`src/rtl/bbc_pkg.sv`:
```
package bbc_pkg;
   typedef enum logic [1:0] {
      SZ_BYTE = 2'd0,
      SZ_WORD = 2'd1,
      SZ_LONG = 2'd2,
      SZ_ANY  = 2'd3
   } size_e;

   localparam int unsigned LANE_W = 8;
endpackage

```
`src/rtl/bbc_addr_match.sv`:
```
module bbc_addr_match
   import bbc_pkg::*;
#(
   parameter int unsigned ADDR_W = 32
) (
   input  logic [ADDR_W-1:0] addr,
   input  logic [ADDR_W-1:0] brk_addr,
   input  logic [1:0]        size,
   output logic              hit
);
   localparam int unsigned LOW_W = 2;

   initial begin
      if (ADDR_W <= LOW_W) $error("ADDR_W must exceed %0d", LOW_W);
   end

   logic [ADDR_W-1:0] keep;
   logic              size_ok;

   always_comb begin
      keep    = '1;
      size_ok = 1'b1;
      unique case (size_e'(size))
         SZ_BYTE: keep = '1;
         SZ_WORD: keep[0] = 1'b0;
         SZ_LONG: keep[LOW_W-1:0] = '0;
         default: size_ok = 1'b0;
      endcase
   end

   assign hit = size_ok && (((addr ^ brk_addr) & keep) == '0);
endmodule

```
`src/rtl/bbc_data_match.sv`:
```
module bbc_data_match
   import bbc_pkg::*;
#(
   parameter int unsigned DATA_W = 32
) (
   input  logic [DATA_W-1:0] data,
   input  logic [DATA_W-1:0] brk_data,
   input  logic [DATA_W-1:0] brk_mask,
   input  logic [1:0]        offs,
   input  logic [1:0]        size,
   output logic              hit
);
   localparam int unsigned LANES  = DATA_W / LANE_W;
   localparam int unsigned HALF_W = DATA_W / 2;

   initial begin
      if (DATA_W != 32) $error("DATA_W must be 32 for four byte lanes");
   end

   logic [LANE_W-1:0] lane [LANES];
   logic [HALF_W-1:0] half [2];

   genvar gi;
   generate
      for (gi = 0; gi < LANES; gi++) begin : g_lane
         assign lane[gi] = data[gi*LANE_W +: LANE_W];
      end
      for (gi = 0; gi < 2; gi++) begin : g_half
         assign half[gi] = data[gi*HALF_W +: HALF_W];
      end
   endgenerate

   logic [LANE_W-1:0] byte_ref, byte_msk, byte_bus;
   logic [HALF_W-1:0] word_ref, word_msk, word_bus;

   always_comb begin
      byte_bus = lane[offs];
      byte_ref = offs[0] ? brk_data[2*LANE_W-1:LANE_W] : brk_data[LANE_W-1:0];
      byte_msk = offs[0] ? brk_mask[2*LANE_W-1:LANE_W] : brk_mask[LANE_W-1:0];
      word_bus = half[offs[1]];
      word_ref = brk_data[HALF_W-1:0];
      word_msk = brk_mask[HALF_W-1:0];
      unique case (size_e'(size))
         SZ_BYTE: hit = ((byte_bus ^ byte_ref) & ~byte_msk) == '0;
         SZ_WORD: hit = ((word_bus ^ word_ref) & ~word_msk) == '0;
         SZ_LONG: hit = ((data ^ brk_data) & ~brk_mask) == '0;
         default: hit = 1'b0;
      endcase
   end
endmodule

```
`src/rtl/bbc_sticky.sv`:
```
module bbc_sticky (
   input  logic clk,
   input  logic rst_n,
   input  logic set,
   input  logic clr,
   output logic q
);
   always_ff @(posedge clk) begin
      if (!rst_n)    q <= 1'b0;
      else if (set)  q <= 1'b1;
      else if (clr)  q <= 1'b0;
   end
endmodule

```
`src/rtl/bus_brk_cmp.sv`:
```
module bus_brk_cmp
   import bbc_pkg::*;
#(
   parameter int unsigned ADDR_W = 32,
   parameter int unsigned DATA_W = 32
) (
   input  logic              clk,
   input  logic              rst_n,
   input  logic              bus_valid,
   input  logic [ADDR_W-1:0] bus_addr,
   input  logic [DATA_W-1:0] bus_data,
   input  logic [1:0]        bus_size,
   input  logic              bus_write,
   input  logic              bus_fetch,
   input  logic [ADDR_W-1:0] cfg_addr,
   input  logic [DATA_W-1:0] cfg_data,
   input  logic [DATA_W-1:0] cfg_mask,
   input  logic [1:0]        cfg_size,
   input  logic [1:0]        cfg_dir,
   input  logic              cfg_dcmp_en,
   input  logic              brk_ack,
   output logic              brk_req
);
   logic addr_hit, data_hit, size_hit, dir_hit, hit;

   bbc_addr_match #(.ADDR_W(ADDR_W)) u_addr (
      .addr     (bus_addr),
      .brk_addr (cfg_addr),
      .size     (bus_size),
      .hit      (addr_hit)
   );

   bbc_data_match #(.DATA_W(DATA_W)) u_data (
      .data     (bus_data),
      .brk_data (cfg_data),
      .brk_mask (cfg_mask),
      .offs     (bus_addr[1:0]),
      .size     (bus_size),
      .hit      (data_hit)
   );

   assign size_hit = (size_e'(cfg_size) == SZ_ANY) || (cfg_size == bus_size);
   assign dir_hit  = (bus_write && !bus_fetch) ? cfg_dir[1] : cfg_dir[0];
   assign hit      = bus_valid && addr_hit && size_hit && dir_hit &&
                     (bus_fetch || !cfg_dcmp_en || data_hit);

   bbc_sticky u_req (
      .clk   (clk),
      .rst_n (rst_n),
      .set   (hit),
      .clr   (brk_ack),
      .q     (brk_req)
   );
endmodule

```
`config.mk`:
```
export PLATFORM = sky130hd
export DESIGN_NAME = bus_brk_cmp
export DESIGN_NICKNAME = d
export VERILOG_FILES = /design/src/rtl/bbc_pkg.sv /design/src/rtl/bbc_addr_match.sv /design/src/rtl/bbc_data_match.sv /design/src/rtl/bbc_sticky.sv /design/src/rtl/bus_brk_cmp.sv
export SDC_FILE = /design/constraint.sdc
export NUM_CORES = 1
export LEC_CHECK = 0
export BUFFER_PORTS_ARGS = -buffer_cell sky130_fd_sc_hd__buf_2
export CAP_MARGIN = 20
export CORE_AREA = 2 2 68 70
export DETAILED_ROUTE_END_ITERATION = 6
export DIE_AREA = 0 0 70 72
export PLACE_DENSITY = 0.78
export REMOVE_ABC_BUFFERS = 1
export SYNTH_ARGS = -nofsm -noshare
export SYNTH_HDL_FRONTEND = slang
export SYNTH_SLANG_ARGS = --single-unit
```
`constraint.sdc`:
```
create_clock -name clk -period 2.2 [get_ports clk]
set_clock_uncertainty 0.1 [all_clocks]
set_input_delay 0.33 -clock clk [delete_from_list [all_inputs] [get_ports clk]]
set_output_delay 0.33 -clock clk [all_outputs]
set_load 0.02 [all_outputs]
```
### Word level (Yosys, flattened, before mapping)

Cells that the tools add are included.

* muxes and demuxes: 15
* reductions and logical operators: 19
* equality and inequality tests: 4
* bitwise logic cells: 13
* order comparisons: 2

Operators with widths (number)
* bitwise AND 32 bit: 2
* logical NOT 32 bit: 2
* bitwise XOR 32 bit: 2
* two-way mux 16 bit: 3
* two-way mux 8 bit: 4
* NOT 32 bit: 1
* bitwise AND 16 bit: 1
* binary-select mux 8 bit (select 2 bit): 1
* logical NOT 16 bit: 1
* NOT 16 bit: 1
* bitwise XOR 16 bit: 1
* bitwise AND 8 bit: 1
* logical NOT 8 bit: 1
* NOT 8 bit: 1
* bitwise XOR 8 bit: 1
* logical AND 1 bit: 6
* two-way mux 1 bit: 6
* equality test 2 bit (second input constant): 2
* >= comparator 3 bit (second input constant): 1
* logical OR 1 bit: 3
* NOT 2 -> 3 bit: 1
* case mux 1 bit (3 select lines): 1
* OR reduction 3 bit: 1
* equality test 2 x 1 -> 1 bit (second input constant): 1
* 7 further kinds: 8

* logic and storage cells: 54
* input port bits: 173
* bits in registers: 1

### Logic depth before layout (Yosys ltp)

Gate-level depths: netlist of run 1.

* word-level depth: 11
* depth in mapped cells: 8
* gate-level depth less buffers: 7

### By module

Synthesis of run 1 repeated with hierarchy kept, for this count alone.

* cell total of the unflattened synthesis: 165
* area, all modules: 1351.3 sq um

By module, submodules not included
* bbc_data_match: times used 1, area an instance 857.1 sq um, sequential area each 0.0 sq um, cells each 105
* bbc_addr_match: times used 1, area an instance 389.1 sq um, sequential area each 0.0 sq um, cells each 47
* bus_brk_cmp: times used 1, area an instance 63.8 sq um, sequential area each 0.0 sq um, cells each 10
* bbc_sticky: times used 1, area an instance 41.3 sq um, sequential area each 20.0 sq um, cells each 3

### Worst setup path after synthesis of run 1

Ideal clock, no wire load.

* path type: input to register
* start point: input bus_addr[1]
* end point: register u_req.q
* data arrival time: 1.517 ns
* cell stages on the path: 7
* setup time: 0.074 ns
* buffers on the path: 1
* required time: 2.026 ns
* slack: 0.509 ns
* cells stage by stage: buf_6 mux2i_1 mux2i_1 o2111ai_1 o41ai_1 nand2_1 a31oi_1

* word-level cells in the longest chain between the ends: 11

Ends and longest elaborated chain
* start: declaration: RTL line bus_brk_cmp.sv:10 `input logic [ADDR_W-1:0] bus_addr,`
* NOT 2 -> 3 bit (implied by the code) / NOT 1 -> 2 bit (equally long branches): RTL line bbc_data_match.sv:37, bbc_data_match.sv:40
* binary-select mux 8 bit (select 2 bit) / two-way mux 16 bit (equally long branches): RTL line bbc_data_match.sv:37, bbc_data_match.sv:40
* two-way mux 8 bit (implied by the code) / two-way mux 16 bit (equally long branches) (2 in series): RTL line bbc_data_match.sv:37, bbc_data_match.sv:40
* bitwise XOR 8 bit / bitwise XOR 16 bit (equally long branches): RTL line bbc_data_match.sv:44, bbc_data_match.sv:45
* bitwise AND 8 bit / bitwise AND 16 bit (equally long branches): RTL line bbc_data_match.sv:44, bbc_data_match.sv:45
* logical NOT 8 bit / logical NOT 16 bit (equally long branches): RTL line bbc_data_match.sv:44, bbc_data_match.sv:45
* case mux 1 bit (3 select lines): RTL line bbc_data_match.sv:43 `unique case (size_e'(size))`
* logical OR 1 bit: RTL line bus_brk_cmp.sv:45 `(bus_fetch || !cfg_dcmp_en || data_hit);`
* logical AND 1 bit *: RTL line bus_brk_cmp.sv:44 `assign hit = bus_valid && addr_hit && size_hit && dir_hit &&`
* two-way mux 1 bit / nonzero test 2 bit (equally long branches)
* end signal: assignment: RTL line bbc_sticky.sv:9 `if (!rst_n) q <= 1'b0;`
* end signal: assignment: RTL line bbc_sticky.sv:10 `else if (set) q <= 1'b1;`
* end signal: assignment: RTL line bbc_sticky.sv:11 `else if (clr) q <= 1'b0;`
* end: declaration: RTL line bbc_sticky.sv:6 `output logic q`

Every way passes the cells marked *; elsewhere a longest branch is shown, timed or not. The select of a mux whose other input is x is not followed.
A chain may end at the register's enable or synchronous reset.

### Worst setup path after layout of run 1

Ends and elaborated chain as after synthesis.

==> results by group, run 1 <==
Run status
  – Status: complete, no violations

STA
  – # setup viols final: 0
  – FMAX: 487 MHz
  – Final Max Slew Viols: 0
  – Final setup TNS: 0 ns
  – Relative slew slack: 76.1%
  – Final Hold Violating Endpoints: 0
  – RSZ-0062 raised after global routing: no
  – Period utilization: 93.4%
  – Worst Tran Pin Value: 0.355 ns
  – Final WS setup: 0.146 ns
  – Min cycle time layout: 2.05 ns
  – Hold_ws: between 0.5 and 0.6 ns

Synth
  – Post-Syn Area per Cell: ~8.0 sq um
  – Sequential fraction of the synthesis area: 1.46%
  – Netlist cell types: 27
  – Simple-gate portion of the synthesized area: 14.4%
  – Synth Area in Compound Gates: 13.6%
  – Synth top area cells: xnor2_1 29%, xor2_1 20%, mux2i_1 14%
  – Synth area leader: xnor2_1
  – Synthesized flop and latch total: 1
  – XOR/XNOR Fraction of Synth Area: 49.1%
  – Number of synthesis warnings: 0
  – Mux cell area share after synthesis: about 15%
  – Largest family of logic cells by synthesized area: XOR/XNOR gates
  – Synth Area in Adders: 3.65%
  – Mapped Cells: approximately 170
  – Synthesized area: 0.00137 sq mm
  – Synth top area share: 29.4%

Die
  – Io pins: roughly 170
  – Initial Utilization: about a third
  – Core box area: approximately 0.0043 sq mm
  – Die Width: 70 um
  – Die Ht: 72 um
  – Die ar.: 0.00504 sq mm
  – Num rows: 24

Finish
  – Largest reg by FF count: u_req.q
  – Core Util, Final: 53.8%
  – Final #Nets: 523
  – Ant diodes: 0
  – Share of layout cells above drive strength 1: 51.5%
  – Largest regs: u_req.q: 1 flops
  – Final instance area: 0.00229 sq mm
  – FF/Latch Area: 20.0 sq um
  – Finished Layout Cells: 396
  – Commonest non-fill, non-tap cells in the layout: 173 x buf_2, 46 x xnor2_1, 31 x xor2_1
  – Most common cell after layout, fill and taps aside: buf_2
  – Area of the multi-input gates: between 0.001 and 0.0015 sq mm
  – Max reg flops: 1
  – # fillers: between 400 and 500
  – Synthesis-to-finish area growth: 67.1%

Setup path
  – CP arrival: 1.88 ns
  – CP Max Fanout: 9
  – Family with the most delay on the worst path: simple AND/OR/NAND/NOR gates
  – Worst reg-to-reg setup slack: 1.10 ns
  – Crit Reg-Reg Startpoint: u_req.q$_SDFFE_PN0P_
  – Delay of the slowest critical-path stage: 0.38 ns
  – Startpoint types: input pin
  – Crit-path cells: buf_2 -> buf_4 -> mux2i_1 -> xor2_1 -> o22ai_1 -> nor4_1 -> nand2_1 -> a31oi_1
  – CP Launch Point: bus_addr[1]
  – Kind of critical path: input pin to register
  – Crit path required time: 2.02 ns
  – Buf/Inv on CP: 2
  – CP endpoint kind: register
  – Slowest-stage cell, CP: nor4_1

Pwr
  – Clock share of power: 0%
  – Leak pwr: 1.17 nW
  – Internal: 0.265 mW
  – Net switching power: 0.190 mW
  – Seq pwr share: 4.1%
  – Sw frac: 41.7%
  – Peak supply drop: between 0.1 and 0.15 mV
  – Gate power share: 95.9%
  – Overall power: 0.455 mW
  – Power Density: 198 mW/mm^2

Clocking
  – # hold bufs at CTS: 0
  – Clk_lat worst skew: 0 ns
  – Post-CTS Setup Bufs: 0
  – Clock slew at reported path FFs: 0 ns

Routing
  – Vias post-DR: 1899
  – Final ANT Viol Nets: 0
  – WL final: 5.45 mm
  – Initial DRC Count: 30
  – # DRC: 0
  – Drt pass-1 iters: 4
  – Drt wl/cell: 13.8 um
  – Vias per inst: 4.80

Place
  – Port Buffers: 173
  – Placed cell area: 0.00229 sq mm
  – GPL Wtd Cong: 0.867
  – DP Worst Slack: between 0.15 and 0.2 ns
  – Dpl cells: 396
  – Hpwl dp: 5.10 mm

Hold path
  – Hold Path Origin: bus_fetch
  – HP Class: input pin to register

Global routing
  – GR Overflow Total: 0
  – Maximum number of pins on one net before global-route repair: 10
  – First-pass GRT wire length: 8.44 mm
  – Vias in the first global route: 1949
  – Initial antenna violation count: 0
  – Global Route Usage Sum: 20.3%

Run
  – Reported max-cap violation count: 0
-- area by class of cell --
cell class,count,area share (%)
multi-input combinational,165,57.4
timing repair buffer,175,38.4
sequential,1,0.873
inverter,3,0.491
tap,52,2.84
-- timing repair --
item	in CTS	in global routing
hold endpoints to repair	0	0
setup endpoints to repair	0	1
gates resized for setup	0	1
-- worst reg2reg max path: cells and delay by family (launching register included) --
kind	cells	cell delay [ns]
AND/OR/NAND/NOR	2	0.48
AO/OA/AOI/OAI	1	0.11
flip-flops	1	0.28
-- cells by family after synthesis --
kind of cell / Yosys count
buffers and inverters: 5
flip-flops: 1
XOR/XNOR: 77
AND/OR/NAND/NOR: 34
multiplexers: 20
adder cells (fa/ha/maj): 4
AO/OA/AOI/OAI: 30
-- path summary, 6_finish.rpt --
kind / endpoint / cells after the start
hold / removal: u_req.q$_SDFFE_PN0P_ / 3
setup reg to reg: u_req.q$_SDFFE_PN0P_ / 3
setup / recovery: u_req.q$_SDFFE_PN0P_ / 8
hold reg to reg: u_req.q$_SDFFE_PN0P_ / 3
-- cells in the mapped netlist --
master	instances
mux2_2	1
xor2_1	31
mux2i_1	19
inv_1	3
nand2b_1	2
buf_6	1
nor2b_1	3
o21ai_0	2
o22ai_1	22
nand3_1	2
nor4_1	11
or3_1	1
nor3_1	1
a31oi_1	1
nand4_1	4
dfxtp_1	1
nor4b_1	1
ha_1	4
o41ai_1	1
nor2_1	5
o2111ai_1	1
xnor2_1	46
a21oi_1	3
nand2_1	2
or4_1	1
and3b_1	1
buf_12	1
-- per-layer routing --
layer,wire length (um),vias up,track usage [%]
met2,2950,98,43.8
met5,0,-,0
li1,-,973,-
met1,2000,826,21.6
met3,480,2,2.50
met4,19,0,1.07
-- power by group through the flow --
stage	clock network (mW)	registers [mW]	logic, mW
after floorplan	0	0.0185	0.199
after global routing	0	0.0185	0.479
final	0	0.0185	0.437
after detailed placement	0	0.0185	0.434
after global placement	0	0.0185	0.428
after CTS	0	0.0185	0.436
Note: power is estimated with default switching activity, not from simulation.
==> inputs of run 2 (changes only) <==
Settings changed: CORE_AREA 2 2 68 70 to unset, CORE_MARGIN set to 2, CORE_UTILIZATION set to 33, DIE_AREA 0 0 70 72 to unset, PLACE_DENSITY 0.78 to 0.81, REMOVE_ABC_BUFFERS 1 to unset.
==> run 2 against run 1 <==
  * Register-to-register slack got worse by 0.03 ns
  * Worst setup slack improved by 0.019 ns
  * Flip-flop and latch count is the same
  * Final cell count is 0.51% lower
  * Critical path depth shrank 1
  * Largest cell class unchanged
  * Highest routed layer unchanged
==> results by group, run 2 (same netlist as run 1, synthesis figures left out) <==
Setup path
  – Worst reg-to-reg setup slack: between 1 and 1.5 ns
  – Family with the most delay on the worst path: compound AO/OA/AOI/OAI gates
  – Slowest-stage cell, CP: o41ai_1
  – Crit Reg-Reg Startpoint: u_req.q$_SDFFE_PN0P_
  – CP Max Fanout: 9
  – Most Frequent Cell on Critical Path: mux2i_1
  – Buf/Inv on CP: 1
  – Startpoint types: input pin
  – Crit path required time: about 2.0 ns
  – Delay of the slowest critical-path stage: roughly 0.37 ns
  – Stages on worst setup path: 7
  – R2R cell count: 3
  – CP arrival: between 1.5 and 2 ns
  – Crit-path cells: clkbuf_4 -> mux2i_1 -> mux2i_1 -> o2111ai_1 -> o41ai_1 -> nand2_1 -> a31oi_1
  – CP endpoint kind: register
  – Kind of critical path: input pin to register
  – CP Launch Point: bus_addr[1]
  – End point of the critical path: u_req.q$_SDFFE_PN0P_
  – RR Endpoint: u_req.q$_SDFFE_PN0P_

STA
  – Min cycle time layout: 2.03 ns
  – FMAX: 491 MHz
  – Hold_ws: about 0.57 ns
  – Final WS setup: 0.165 ns
  – Final Hold Violating Endpoints: 0
  – Final setup TNS: 0 ns
  – Worst Tran Pin Value: 0.330 ns
  – # setup viols final: 0
  – RSZ-0062 raised after global routing: no
  – Final Max Slew Viols: 0
  – Period utilization: 92.5%
  – Relative slew slack: 77.8%

Clocking
  – Clock slew at reported path FFs: 0 ns
  – Clk_lat worst skew: 0 ns

Finish
  – Largest regs: u_req.q: 1 flops
  – Final instance area: 0.00229 sq mm
  – Commonest non-fill, non-tap cells in the layout: 172 x buf_2, 46 x xnor2_1, 31 x xor2_1
  – Most common cell after layout, fill and taps aside: buf_2
  – Core Util, Final: roughly 57%
  – Final #Nets: 523
  – Synthesis-to-finish area growth: 66.6%
  – Share of layout cells above drive strength 1: 51.2%
  – # fillers: 386
  – Max reg flops: 1
  – Ant diodes: 0
  – Largest reg by FF count: u_req.q

Global routing
  – GR Overflow Total: 0
  – Maximum number of pins on one net before global-route repair: 10
  – Initial antenna violation count: 0
  – First-pass GRT wire length: 7.53 mm
  – Global Route Usage Sum: 20.9%
  – Vias in the first global route: between 1500 and 2000

Routing
  – WL final: 5.31 mm
  – Initial DRC Count: 37
  – # DRC: 0
  – Final ANT Viol Nets: 0
  – Drt pass-1 iters: 4
  – Drt wl/cell: around 13 um
  – Vias post-DR: 1948
  – Vias per inst: a little under 5

Pwr
  – Power Density: 197 mW/mm^2
  – Leak pwr: around 1.2 nW
  – Peak supply drop: 0.103 mV

Die
  – Num rows: 23
  – Initial Utilization: between 30% and 40%
  – Core box area: 0.00400 sq mm
  – Die Width: approximately 68 um
  – Io pins: 174
  – Die Ht: 68.5 um
  – Die ar.: 0.00469 sq mm

Run status
  – Status: complete, no violations

Place
  – Port Buffers: 173
  – Hpwl dp: 5.04 mm
  – GPL Wtd Cong: 0.916
  – Placed cell area: between 0.002 and 0.0025 sq mm
  – DP Worst Slack: 0.141 ns

Hold path
  – Hold Path Origin: bus_fetch
  – HP Class: input pin to register

Synth
  – Post-synth net total: approximately 350

Run
  – Reported max-cap violation count: 0
run 2: cell types whose count changed in the layout (fill, tap and decap cells not counted):
cell and change:
buf_2 -1, clkbuf_4 +1, o22ai_1 +1, o22ai_2 -1
run 2: cell type report:
cell class                 instances  area (sq um)  share of cell area, %
sequential                         1          20.0                  0.875
timing repair buffer             175           883                   38.6
inverter                           3          11.3                  0.492
tap                               50          62.6                   2.74
multi-input combinational        165          1310                   57.3
run 2: metrics by stage:
step                      total power [mW]  instances
after detailed placement             0.452        394
after floorplan                      0.229        171
final                                0.452        394
after global routing                 0.494        394
after CTS                            0.455        394
after global placement               0.445        394
run 2: timing repair:
| action | CTS | global route |
|---|---|---|
| hold buffers | 0 | 0 |
| resized for setup | 0 | 1 |
| endpoints found under the setup margin | 0 | 1 |
| buffers inserted | 0 | 0 |
run 2: per-layer routing:
metal / routed length (um) / global-route usage (%) / up-vias
met2: 2950 / 45.3 / 100
li1: - / - / 978
met3: 466 / 0.812 / 6
met5: 0 / 0 / -
met4: 45 / 3.75 / 0
met1: 1850 / 21.4 / 864
run 2: worst min path at each step:
stage,to,cells after the start
6_report,u_req.q$_SDFFE_PN0P_,3
5_1_grt,u_req.q$_SDFFE_PN0P_,3
4_1_cts,u_req.q$_SDFFE_PN0P_,3
3_5_place_dp,u_req.q$_SDFFE_PN0P_,3
3_3_place_gp,u_req.q$_SDFFE_PN0P_,3
2_1_floorplan,u_req.q$_SDFFE_PN0P_,2
run 2: tightest hold or removal path, stage by stage:
cell     delay (ns)
buf_2          0.09
nor4b_1        0.05
a31oi_1        0.15
run 2: power breakdown:
group / internal [mW] / total, mW / switching [mW] / leakage (nW)
Sequential: 0.0185 / 0.0185 / 0.00000000000105 / 0.00805
Combinational: 0.246 / 0.433 / 0.187 / 1.16
Clock: 0 / 0 / 0 / 0
==> inputs of run 3 (changes only) <==
Settings changed: CELL_PAD_IN_SITES_DETAIL_PLACEMENT set to 0, CELL_PAD_IN_SITES_GLOBAL_PLACEMENT set to 1, CORE_UTILIZATION 33 to 20, CTS_CLUSTER_SIZE set to 8, PLACE_DENSITY 0.81 to 0.8.
==> run 3 against run 2 <==
  * First-iteration DRC count is 62% lower
  * Final area is 3.4% higher
  * Critical path depth up 1
  * Critical path type unchanged
  * Largest cell class unchanged
==> results by group, run 3 (same netlist as run 1, synthesis figures left out) <==
Setup path
  – CP endpoint kind: register
  – Crit path required time: 1.97 ns
  – R2R cell count: 3
  – Crit Reg-Reg Startpoint: u_req.q$_SDFFE_PN0P_
  – Kind of critical path: input pin to register
  – RR Endpoint: u_req.q$_SDFFE_PN0P_
  – CP arrival: 1.83 ns
  – Worst reg-to-reg setup slack: slightly above 1 ns
  – Startpoint types: input pin
  – CP Max Fanout: 7

Clocking
  – Clock slew at reported path FFs: 0 ns
  – Post-CTS Setup Bufs: 0
  – Clk_lat worst skew: 0 ns
  – # hold bufs at CTS: 0

Die
  – Die Ht: just under 90 um
  – Die Width: between 80 and 90 um
  – Die ar.: 0.00754 sq mm
  – Num rows: 30
  – Io pins: approximately 170
  – Core box area: ~0.0067 sq mm
  – Initial Utilization: between 20% and 30%

Run status
  – Status: complete, no violations

STA
  – # setup viols final: 0
  – FMAX: 484 MHz
  – Min cycle time layout: a little over 2 ns
  – Period utilization: 93.9%
  – Final setup TNS: 0 ns
  – Relative slew slack: a little under 80%
  – Final Hold Violating Endpoints: 0
  – RSZ-0062 raised after global routing: no
  – Final Max Slew Viols: 0
  – Worst Tran Pin Value: 0.314 ns

Finish
  – Final #Nets: 523
  – Largest regs: u_req.q: 1 flops
  – Ant diodes: 0
  – Max reg flops: 1
  – Most common cell after layout, fill and taps aside: buf_2
  – Largest reg by FF count: u_req.q
  – Share of layout cells above drive strength 1: a little over half
  – Finished Layout Cells: 424
  – Commonest non-fill, non-tap cells in the layout: 172 x buf_2, 46 x xnor2_1, 31 x xor2_1
  – Synthesis-to-finish area growth: 72.3%

Global routing
  – Vias in the first global route: 1917
  – Initial antenna violation count: 0
  – First-pass GRT wire length: 8.54 mm
  – Maximum number of pins on one net before global-route repair: 8
  – GR Overflow Total: 0
  – Global Route Usage Sum: roughly 14%

Hold path
  – Worst hold path endpoint: u_req.q$_SDFFE_PN0P_
  – Hold Path Origin: bus_fetch
  – Worst hold path cell count: 3
  – HP Class: input pin to register

Routing
  – Initial DRC Count: 14
  – Drt wl/cell: 14.1 um
  – Drt pass-1 iters: 3
  – WL final: roughly 6.0 mm
  – Final ANT Viol Nets: 0
  – Vias per inst: 4.50
  – Vias post-DR: 1910
  – # DRC: 0

Place
  – Hpwl dp: roughly 5.7 mm
  – Dpl cells: 424
  – GPL Wtd Cong: 0.807
  – Port Buffers: 173

Synth
  – Post-synth net total: 348

Pwr
  – Leak pwr: 1.18 nW
  – Overall power: 0.468 mW
  – Peak supply drop: 0.0809 mV
  – Power Density: 198 mW/mm^2

Run
  – Reported max-cap violation count: 0
[run 3: cell counts in the layout (fill, tap and decap cells not counted)]
No cell type changed its count.
[run 3: per-layer routing]
metal	routed length, um	global-route usage, %
met5	0	0
met4	38	0.852
met3	683	3.33
met2	3170	30.6
met1	2100	14.3
[run 3: worst max-delay path, stage by stage]
cell and delay (ns):
clkbuf_4 0.20, buf_4 0.18, mux2i_1 0.22, xor2_1 0.09, o22ai_1 0.23, nor4_1 0.10, nor4b_1 0.35, a31oi_1 0.12
[run 3: final cells by class]
cell class	count	area, sq um
Fill cell	714	4350
Multi-Input combinational cell	165	1340
Timing Repair Buffer	175	896
Tap cell	80	100
Sequential cell	1	20.0
Inverter	3	11.3
[run 3: per-stage QoR]
step | area (sq um) | utilization [%] | hold slack [ns] | setup WS, ns
4_1_cts | 2340 | 34.9 | 0.573 | 0.0277
5_1_grt | 2360 | 35.2 | 0.590 | 0.00330
6_report | 2360 | 35.2 | 0.561 | 0.134
3_3_place_gp | 2330 | 34.7 | 0.570 | 0.00374
2_1_floorplan | 1370 | - | 0.428 | 0.509
3_5_place_dp | 2330 | 34.7 | 0.572 | 0.0107
[run 3: repair_timing]
| action | CTS | global route |
|---|---|---|
| pin swaps | 0 | 1 |
| setup endpoints to repair | 1 | 1 |
| resized for setup | 1 | 5 |
[run 3: report_power, final]
| part | switching, mW | internal [mW] |
|---|---|---|
| Clock | 0 | 0 |
| Combinational | 0.196 | 0.253 |
| Sequential | 0.00000000000103 | 0.0185 |
| Total | 0.196 | 0.271 |
[run 3: worst max-delay path by stage]
stage,start,end,slack (ns),depth (start not counted)
final,bus_addr[1],u_req.q$_SDFFE_PN0P_,0.13,8
after global placement,bus_addr[1],u_req.q$_SDFFE_PN0P_,0.004,7
after CTS,bus_addr[1],u_req.q$_SDFFE_PN0P_,0.03,8
after global routing,bus_addr[1],u_req.q$_SDFFE_PN0P_,0.003,8
after detailed placement,bus_addr[1],u_req.q$_SDFFE_PN0P_,0.01,7
after floorplan,bus_addr[1],u_req.q$_SDFFE_PN0P_,0.51,7
